**src/rtl/crp_pkg.sv**
```systemverilog
package crp_pkg;
    localparam int unsigned CRP_COL_W   = 9;
    localparam int unsigned CRP_DATA_W  = 8;
    localparam int unsigned CRP_ROW_W   = 11;
    localparam int unsigned CRP_ACC_DLY = 3;

    typedef enum logic {
        MODE_PAGE   = 1'b0,
        MODE_STATIC = 1'b1
    } rd_mode_e;
endpackage

```
**src/rtl/crp_row_store.sv**
```systemverilog
module crp_row_store #(
    parameter int unsigned COL_W  = crp_pkg::CRP_COL_W,
    parameter int unsigned DATA_W = crp_pkg::CRP_DATA_W
) (
    input  logic              clk,
    input  logic              we_i,
    input  logic [COL_W-1:0]  wr_col_i,
    input  logic [DATA_W-1:0] wr_data_i,
    input  logic [COL_W-1:0]  rd_col_i,
    output logic [DATA_W-1:0] rd_data_o
);
    localparam int unsigned DEPTH = 1 << COL_W;

    logic [DATA_W-1:0] words_q [DEPTH];

    always_ff @(posedge clk) begin
        if (we_i) begin
            words_q[wr_col_i] <= wr_data_i;
        end
    end

    assign rd_data_o = words_q[rd_col_i];
endmodule

```
**src/rtl/crp_access_ctl.sv**
```systemverilog
module crp_access_ctl
    import crp_pkg::*;
#(
    parameter int unsigned COL_W   = CRP_COL_W,
    parameter int unsigned DATA_W  = CRP_DATA_W,
    parameter int unsigned ACC_DLY = CRP_ACC_DLY
) (
    input  logic              clk,
    input  logic              rst_n,
    input  logic              cstrobe_n_i,
    input  logic [COL_W-1:0]  col_i,
    input  logic              restart_i,
    input  logic [DATA_W-1:0] rd_data_i,
    output logic [COL_W-1:0]  rd_col_o,
    output logic [DATA_W-1:0] word_o,
    output logic              ready_o,
    output logic              pending_o
);
    localparam int unsigned CNT_W = $clog2(ACC_DLY + 1);
    localparam logic [CNT_W-1:0] CNT_LOAD = CNT_W'(ACC_DLY);
    localparam logic [CNT_W-1:0] CNT_ONE  = CNT_W'(1);

    typedef struct packed {
        logic [COL_W-1:0]  col;
        logic [CNT_W-1:0]  cnt;
        logic              strobe_prev;
        logic              valid;
        logic [DATA_W-1:0] word;
    } acc_state_t;

    acc_state_t st_d, st_q;
    rd_mode_e   mode;
    logic       strobe_fall;
    logic       addr_moved;

    always_comb begin
        mode        = cstrobe_n_i ? MODE_STATIC : MODE_PAGE;
        strobe_fall = (mode == MODE_PAGE) && st_q.strobe_prev;
        addr_moved  = (mode == MODE_STATIC) && (col_i != st_q.col);

        st_d             = st_q;
        st_d.strobe_prev = cstrobe_n_i;

        if (strobe_fall || addr_moved) begin
            st_d.col   = col_i;
            st_d.cnt   = CNT_LOAD;
            st_d.valid = 1'b0;
        end else if (restart_i) begin
            st_d.cnt   = CNT_LOAD;
            st_d.valid = 1'b0;
        end else if (st_q.cnt == CNT_ONE) begin
            st_d.cnt   = '0;
            st_d.valid = 1'b1;
            st_d.word  = rd_data_i;
        end else if (st_q.cnt != '0) begin
            st_d.cnt   = st_q.cnt - CNT_ONE;
        end
    end

    always_ff @(posedge clk) begin
        if (!rst_n) begin
            st_q.col         <= '0;
            st_q.cnt         <= CNT_LOAD;
            st_q.strobe_prev <= 1'b1;
            st_q.valid       <= 1'b0;
            st_q.word        <= '0;
        end else begin
            st_q <= st_d;
        end
    end

    assign rd_col_o  = st_q.col;
    assign word_o    = st_q.word;
    assign ready_o   = st_q.valid;
    assign pending_o = strobe_fall || addr_moved;
endmodule

```
**src/rtl/crp_cache_read_port.sv**
```systemverilog
module crp_cache_read_port
    import crp_pkg::*;
#(
    parameter int unsigned COL_W   = CRP_COL_W,
    parameter int unsigned DATA_W  = CRP_DATA_W,
    parameter int unsigned ROW_W   = CRP_ROW_W,
    parameter int unsigned ACC_DLY = CRP_ACC_DLY
) (
    input  logic              clk,
    input  logic              rst_n,
    input  logic              cs_n_i,
    input  logic              oe_n_i,
    input  logic              cstrobe_n_i,
    input  logic [COL_W-1:0]  col_i,
    input  logic              wr_inhibit_i,
    input  logic              fill_we_i,
    input  logic [COL_W-1:0]  fill_col_i,
    input  logic [DATA_W-1:0] fill_data_i,
    input  logic              lrr_load_i,
    input  logic [ROW_W-1:0]  lrr_row_i,
    output logic [DATA_W-1:0] dq_o,
    output logic              dq_oe_o,
    output logic              valid_o,
    output logic [ROW_W-1:0]  lrr_row_o
);
    logic [COL_W-1:0]  rd_col;
    logic [DATA_W-1:0] rd_data;
    logic [DATA_W-1:0] word;
    logic              ready;
    logic              pending;
    logic              restart;
    logic              drive_en;
    logic [ROW_W-1:0]  row_d, row_q;

    crp_row_store #(
        .COL_W  (COL_W),
        .DATA_W (DATA_W)
    ) u_store (
        .clk       (clk),
        .we_i      (fill_we_i),
        .wr_col_i  (fill_col_i),
        .wr_data_i (fill_data_i),
        .rd_col_i  (rd_col),
        .rd_data_o (rd_data)
    );

    crp_access_ctl #(
        .COL_W   (COL_W),
        .DATA_W  (DATA_W),
        .ACC_DLY (ACC_DLY)
    ) u_ctl (
        .clk         (clk),
        .rst_n       (rst_n),
        .cstrobe_n_i (cstrobe_n_i),
        .col_i       (col_i),
        .restart_i   (restart),
        .rd_data_i   (rd_data),
        .rd_col_o    (rd_col),
        .word_o      (word),
        .ready_o     (ready),
        .pending_o   (pending)
    );

    always_comb begin
        restart  = lrr_load_i || (fill_we_i && (fill_col_i == rd_col));
        row_d    = lrr_load_i ? lrr_row_i : row_q;
        drive_en = !cs_n_i && !oe_n_i && !wr_inhibit_i;
    end

    always_ff @(posedge clk) begin
        if (!rst_n) begin
            row_q <= '0;
        end else begin
            row_q <= row_d;
        end
    end

    assign dq_oe_o   = drive_en;
    assign valid_o   = drive_en && ready && !pending;
    assign dq_o      = drive_en ? word : '0;
    assign lrr_row_o = row_q;
endmodule

```
**config.mk**
```make
export PLATFORM = sky130hd
export DESIGN_NAME = crp_cache_read_port
export DESIGN_NICKNAME = d
export VERILOG_FILES = /design/src/rtl/crp_pkg.sv /design/src/rtl/crp_row_store.sv /design/src/rtl/crp_access_ctl.sv /design/src/rtl/crp_cache_read_port.sv
export SDC_FILE = /design/constraint.sdc
export NUM_CORES = 2
export LEC_CHECK = 0
export BUFFER_PORTS_ARGS = -buffer_cell sky130_fd_sc_hd__buf_2
export CAP_MARGIN = 20
export CORE_MARGIN = 2
export CORE_UTILIZATION = 25
export DETAILED_ROUTE_END_ITERATION = 8
export SYNTH_ARGS = -nofsm -noshare
export SYNTH_HDL_FRONTEND = slang
export SYNTH_SLANG_ARGS = --single-unit
```
**constraint.sdc**
```tcl
create_clock -name clk -period 3.5 [get_ports clk]
set_input_delay 0.7 -clock clk [delete_from_list [all_inputs] [get_ports clk]]
set_output_delay 0.7 -clock clk [all_outputs]
set_load 0.1 [all_outputs]
```
Word-level counts from Yosys, hierarchy flattened:

Memory sizes are Yosys's and may differ from the RTL's. A register that Yosys moved wholly into a read port is not among the register bits.
Cells that the tools add are included.

* memories kept: 1
* input bits: 45
* RAM bits: 4096
* register bits: 24

* reductions and logical operators: 18
* add/sub/neg operators: 1
* mux-type cells: 6
* equal/unequal tests: 3
* bitwise gates (word level): 4

Memory list
* u_store.words_q: words 512, bits a word 8, read ports 1, clocked after Yosys merged registers in 1, wr ports 1, RTL line crp_row_store.sv:14 `logic [DATA_W-1:0] words_q [DEPTH];`

Operator list (number)
* $eq A9 B9 Y1: 1
* $ne A9 B9 Y1: 1
* $mux W8: 1
* $logic_and A1 B1 Y1: 7
* $logic_not A1 Y1: 5
* $mux W2: 2
* $not A1 Y1: 4
* $reduce_bool A2 Y1: 2
* $mux W1: 3
* $reduce_and A3 Y1: 1
* $reduce_or A3 Y1: 1
* $eq A2 B1 Y1 const B: 1
* $logic_or A1 B1 Y1: 2
* $sub A2 B1 Y2 const B: 1

Depth between registers and ports, before layout:

* depth in word-level cells: 6
* gate-level depth with buffers: 14
* depth with buffers taken out: 7

Modules after synthesis:

From an unflattened synthesis, not the netlist that was laid out.

* cells, all modules: 8202
* area, all modules: 161432.3 um^2

Modules (own cells, without submodules)
* crp_row_store: times used 1, area an instance 159767.0 um^2, seq. area each 122998.0 um^2, cells an instance 8022
* crp_access_ctl: times used 1, area an instance 1078.5 um^2, seq. area each 420.4 um^2, cells an instance 123
* crp_cache_read_port: times used 1, area an instance 586.8 um^2, seq. area each 220.2 um^2, cells an instance 57

Least setup slack after synthesis:

OpenSTA, ideal clock, no wires.

* kind: input-to-output
* start: input oe_n_i
* end: output valid_o
* path buffers: 0
* data required time: 2800 ps
* cell stages on the path: 2
* arrival time: 4157 ps
* setup slack: -1357 ps
* cell sequence: nor3_1 > and3_1

* cells in the longest elaborated chain, start to end: 5

RTL lines
* from (decl): RTL line crp_cache_read_port.sv:12 `input logic oe_n_i,`
* $logic_not A1 Y1: RTL line crp_cache_read_port.sv:67 `drive_en = !cs_n_i && !oe_n_i && !wr_inhibit_i;`
* $logic_and A1 B1 Y1 (2 in series): RTL line crp_cache_read_port.sv:67
* $logic_and A1 B1 Y1 (2 in series): RTL line crp_cache_read_port.sv:79 `assign valid_o = drive_en && ready && !pending;`
* to (decl): RTL line crp_cache_read_port.sv:23 `output logic valid_o,`

Every way passes these cells.

Final worst setup path:

* start: register u_ctl.st_q (netlist bit u_ctl.rd_col_o[1])
* end: register u_ctl.word_o[2] (netlist name)

* cells in the longest elaborated chain, start to end: 5
* elaborated cells on any way between the ends: 9

RTL lines
* from (decl): RTL line crp_access_ctl.sv:31 `acc_state_t st_d, st_q;`
* from (signal assigned): RTL line crp_access_ctl.sv:68 `st_q <= st_d;`
* $eq A9 B9 Y1 or $ne A9 B9 Y1 (tied branches): RTL line crp_cache_read_port.sv:65, crp_access_ctl.sv:39
* $logic_and A1 B1 Y1 (on tied branches): RTL line crp_cache_read_port.sv:65, crp_access_ctl.sv:39
* $logic_or A1 B1 Y1 (on tied branches): RTL line crp_cache_read_port.sv:65, crp_access_ctl.sv:44
* $not A1 Y1 (no source line)
* $reduce_and A3 Y1 (no source line)

Parallel ways exist; a longest one is shown, timed or not.
A chain may end at the register's enable or synchronous reset.

==> flow_summary.toml <==
[synthesis]
synth_ff_type = "edfxtp_1"
synth_cell_types = 72
ys_ff_latch = 4128
syn_inst = 7630
synth_edf_count = 4096
syn_avg_cell_area_um2 = 21.1
async_flop_share = 0
syn_area_um2 = 161000
ys_seq_area_frac = 0.769
syn_nets = 7677
yosysWarnings = 0

[critical_path]
criticalPathCategory = "register to register"
cp_common_cell = "buf_4"
arrival_ns = 4.40
worst_setup_path_start_kind = "register"
cp.required_ns = 4.40
critPathSlowestCell = "dfxtp_4"
cp_max_fo = 39
rr_startpoint = "u_ctl.rd_col_o[1]"
path_cells = "buf_4, buf_4, buf_4, buf_12, mux4_2, mux4_2, o22a_1, o21ai_0, buf_4, nor4_2, o41ai_4, o22ai_1"
cp-startpoint = "u_ctl.rd_col_o[1]"
cpPeakStageDelay_ns = 0.49
critical_path.top_delay_family = "buffers and inverters"
critical_path_buf_inv_count = 5
endpoint_kind = "register"

[flow_run]
cap_viol_max_count = 0

[cts]
clockBufferDepth = 4
clkSlewWorstSetupHoldPaths_ns = 0.07
cts_buffers = 414
clockRootBuffer = "clkbuf_16"
cts_tree = "done"
clock-sinks = 4128
clk_latency_ns = 1.00
cts.htree.levels = 5

[die]
start_util = 0.251
fp.dieW_um = 806
dieArea_um2 = 649000
io_pins = 66
fp-row-count = 294
core_um2 = 641000
die_y_um = 806

[route]
postRouteAntennaNets = 0
wl_per_cell_um = 26.0
drc_errors = 0
dr.pass1.iters = 5
totalWireLength_um = 465000
drt_iter0_markers = 11200
avgViaCountPerCell = 4.72
dr_total_vias = 84300

[power_and_ir_drop]
p_sw_mw = 23.5
p_comb_frac = 0.064
leakage_nw = 61.1
intPower_mw = 82.0
p_per_area_nw_per_um2 = 541
peakVddDrop_v = 0.000440
finalPower_mw = 105
p_clk_frac = 0.420
power_frac_seq = 0.516
switching_share = 0.222

[sta]
fin_skew_ns = 0.0690
fin_ws_ns = 0.00180
tightest_slew_ns = 1.04
max_freq_mhz = 286
setup_viol = 0
finalCritPeriodShare = 0.999
finalHoldViolations = 0
fin_setup_tns_ns = 0
slew_violations = 0
rsz0062_at_grt = "true"
min_period_ns = 3.50
fin_hold_ws_ns = 0.0666
maxSlewHeadroom = 0.310

[hold_path]
hold_class = "input pin to register"
min_from = "fill_data_i[6]"

[placed_design]
gp_congestion = 0.835
portBuffers = 65
place_ws_ns = -0.685
hpwl_um = 303000

[grt]
grt.overflow.total = 0
grt_first_pass_wirelength_um = 649000
grt_start_max_net_pins = 159
first_global_vias = 83300
track_usage = 0.137
antenna_found_initial = 36

[cells_and_area]
fin_util = 0.304
final_nets = 8960
drive_gt1_frac = 0.328
area_growth_pct = 21.4

[run_status]
outcome = "finished clean"
[logic make-up after synthesis]
family | after synthesis | synth area share
compound gates | 499 | 0.0220
xor+xnor | 18 | 0.000981
fa+ha+maj | 2 | 0.000156
buf+inv | 483 | 0.0164
flops | 4128 | 0.769
mux | 1329 | 0.161
simple gates | 1171 | 0.0305
[placed cells by master, fill, tap and decap left out, types with 21 or more instances in the layout]
| master | instances |
|---|---|
| nand2_1 | 349 |
| clkbuf_16 | 421 |
| mux2i_1 | 309 |
| clkinvlp_4 | 21 |
| bufinv_16 | 42 |
| mux4_2 | 996 |
| a22oi_1 | 28 |
| and2_1 | 25 |
| and3_1 | 38 |
| buf_2 | 56 |
| clkbuf_1 | 79 |
| dfxtp_1 | 24 |
| o22ai_1 | 91 |
| o21ai_0 | 43 |
| o221ai_1 | 49 |
| a31oi_1 | 34 |
| mux2_2 | 22 |
| edfxtp_1 | 4096 |
| nor2_1 | 584 |
| nand3_1 | 40 |
| clkinv_2 | 82 |
| buf_12 | 133 |
| a21oi_1 | 75 |
| buf_4 | 1091 |
| clkinv_1 | 92 |
[sequential cells by signal, summed over array words and instances, names as in the netlist]
| signal | count |
|---|---|
| u_ctl.ready_o | 1 |
| u_ctl.st_q | 3 |
| lrr_row_o | 11 |
| u_store.words_q | 4096 |
| u_ctl.word_o | 8 |
| u_ctl.rd_col_o | 9 |
[final timing paths]
check             slack [ns]  cells past startpoint                endpoint
setup reg to reg       0.002                     12         u_ctl.word_o[2]
hold / removal          0.07                      1  u_store.words_q[15][6]
setup / recovery       0.002                     12         u_ctl.word_o[2]
hold reg to reg         0.48                      1           u_ctl.ready_o
[power by group through the flow]
stage / sequential (mW) / clock [mW] / combinational (mW)
3_3_place_gp: 55.5 / 0 / 6.49
3_5_place_dp: 55.5 / 0 / 6.53
2_1_floorplan: 55.5 / 0 / 3.04
4_1_cts: 54.4 / 45.0 / 6.69
6_report: 54.4 / 44.3 / 6.73
5_1_grt: 54.4 / 46.7 / 6.99
[synth_stat cells, types with 30 or more instances]
master / instances / share of area
a21oi_1: 76 / 0.0024
edfxtp_1: 4096 / 0.77
clkbuf_1: 178 / 0.0042
buf_6: 57 / 0.0040
buf_1: 58 / 0.0014
a22oi_1: 30 / 0.0014
dfxtp_1: 32 / 0.0040
buf_2: 117 / 0.0036
o21ai_0: 44 / 0.0014
mux4_2: 996 / 0.14
buf_4: 60 / 0.0028
nand3_1: 45 / 0.0014
and3_1: 39 / 0.0015
nand2_1: 364 / 0.0085
mux2i_1: 311 / 0.019
o221ai_1: 50 / 0.0027
nor2_1: 591 / 0.014
a31oi_1: 36 / 0.0014
o22ai_1: 92 / 0.0036
[layout make-up]
| class | count | area [µm²] |
|---|---|---|
| timing repair buffer | 1339 | 12100 |
| tap | 8584 | 10700 |
| antenna | 10 | 25.0 |
| clock buffer | 496 | 10700 |
| fill | 61900 | 446000 |
| sequential | 4128 | 124000 |
| inverter | 11 | 68.8 |
| clock inverter | 274 | 2770 |
| multi-input combinational | 3019 | 35000 |
[routing by layer]
layer	GRT usage	part of all wire	up-vias
li1	-	-	34300
met1	0.192	0.41	45200
met2	0.219	0.47	4052
met3	0.0252	0.088	720
met4	0.0396	0.031	14
met5	0	0.00019	-
[per-stage QoR]
step	std cells	area [µm²]
global route	17900	195000
finish	17900	195000
detailed placement	17000	180000
global placement	17000	180000
floorplan	7630	161000
CTS	17800	195000
[worst register-to-register path: cells and delay by family, from the launching register on]
family                 cells  cell delay (ns)
buffers and inverters      5             0.99
AOI/OAI and AO/OA          4             0.76
muxes                      2             0.68
DFF                        1             0.49
and+or+nand+nor            1             0.48
[what timing repair did]
item / in CTS / in global routing
gates resized for setup: 55 / 36
pin swaps: 10 / 15
setup buffers: 26 / 10
setup endpoints to repair: 9 / 9
hold buffers: 19 / 0
gates cloned: 2 / 5
endpoints found under the hold margin: 19 / 0
No activity file was read; power rests on OpenSTA's default activity.
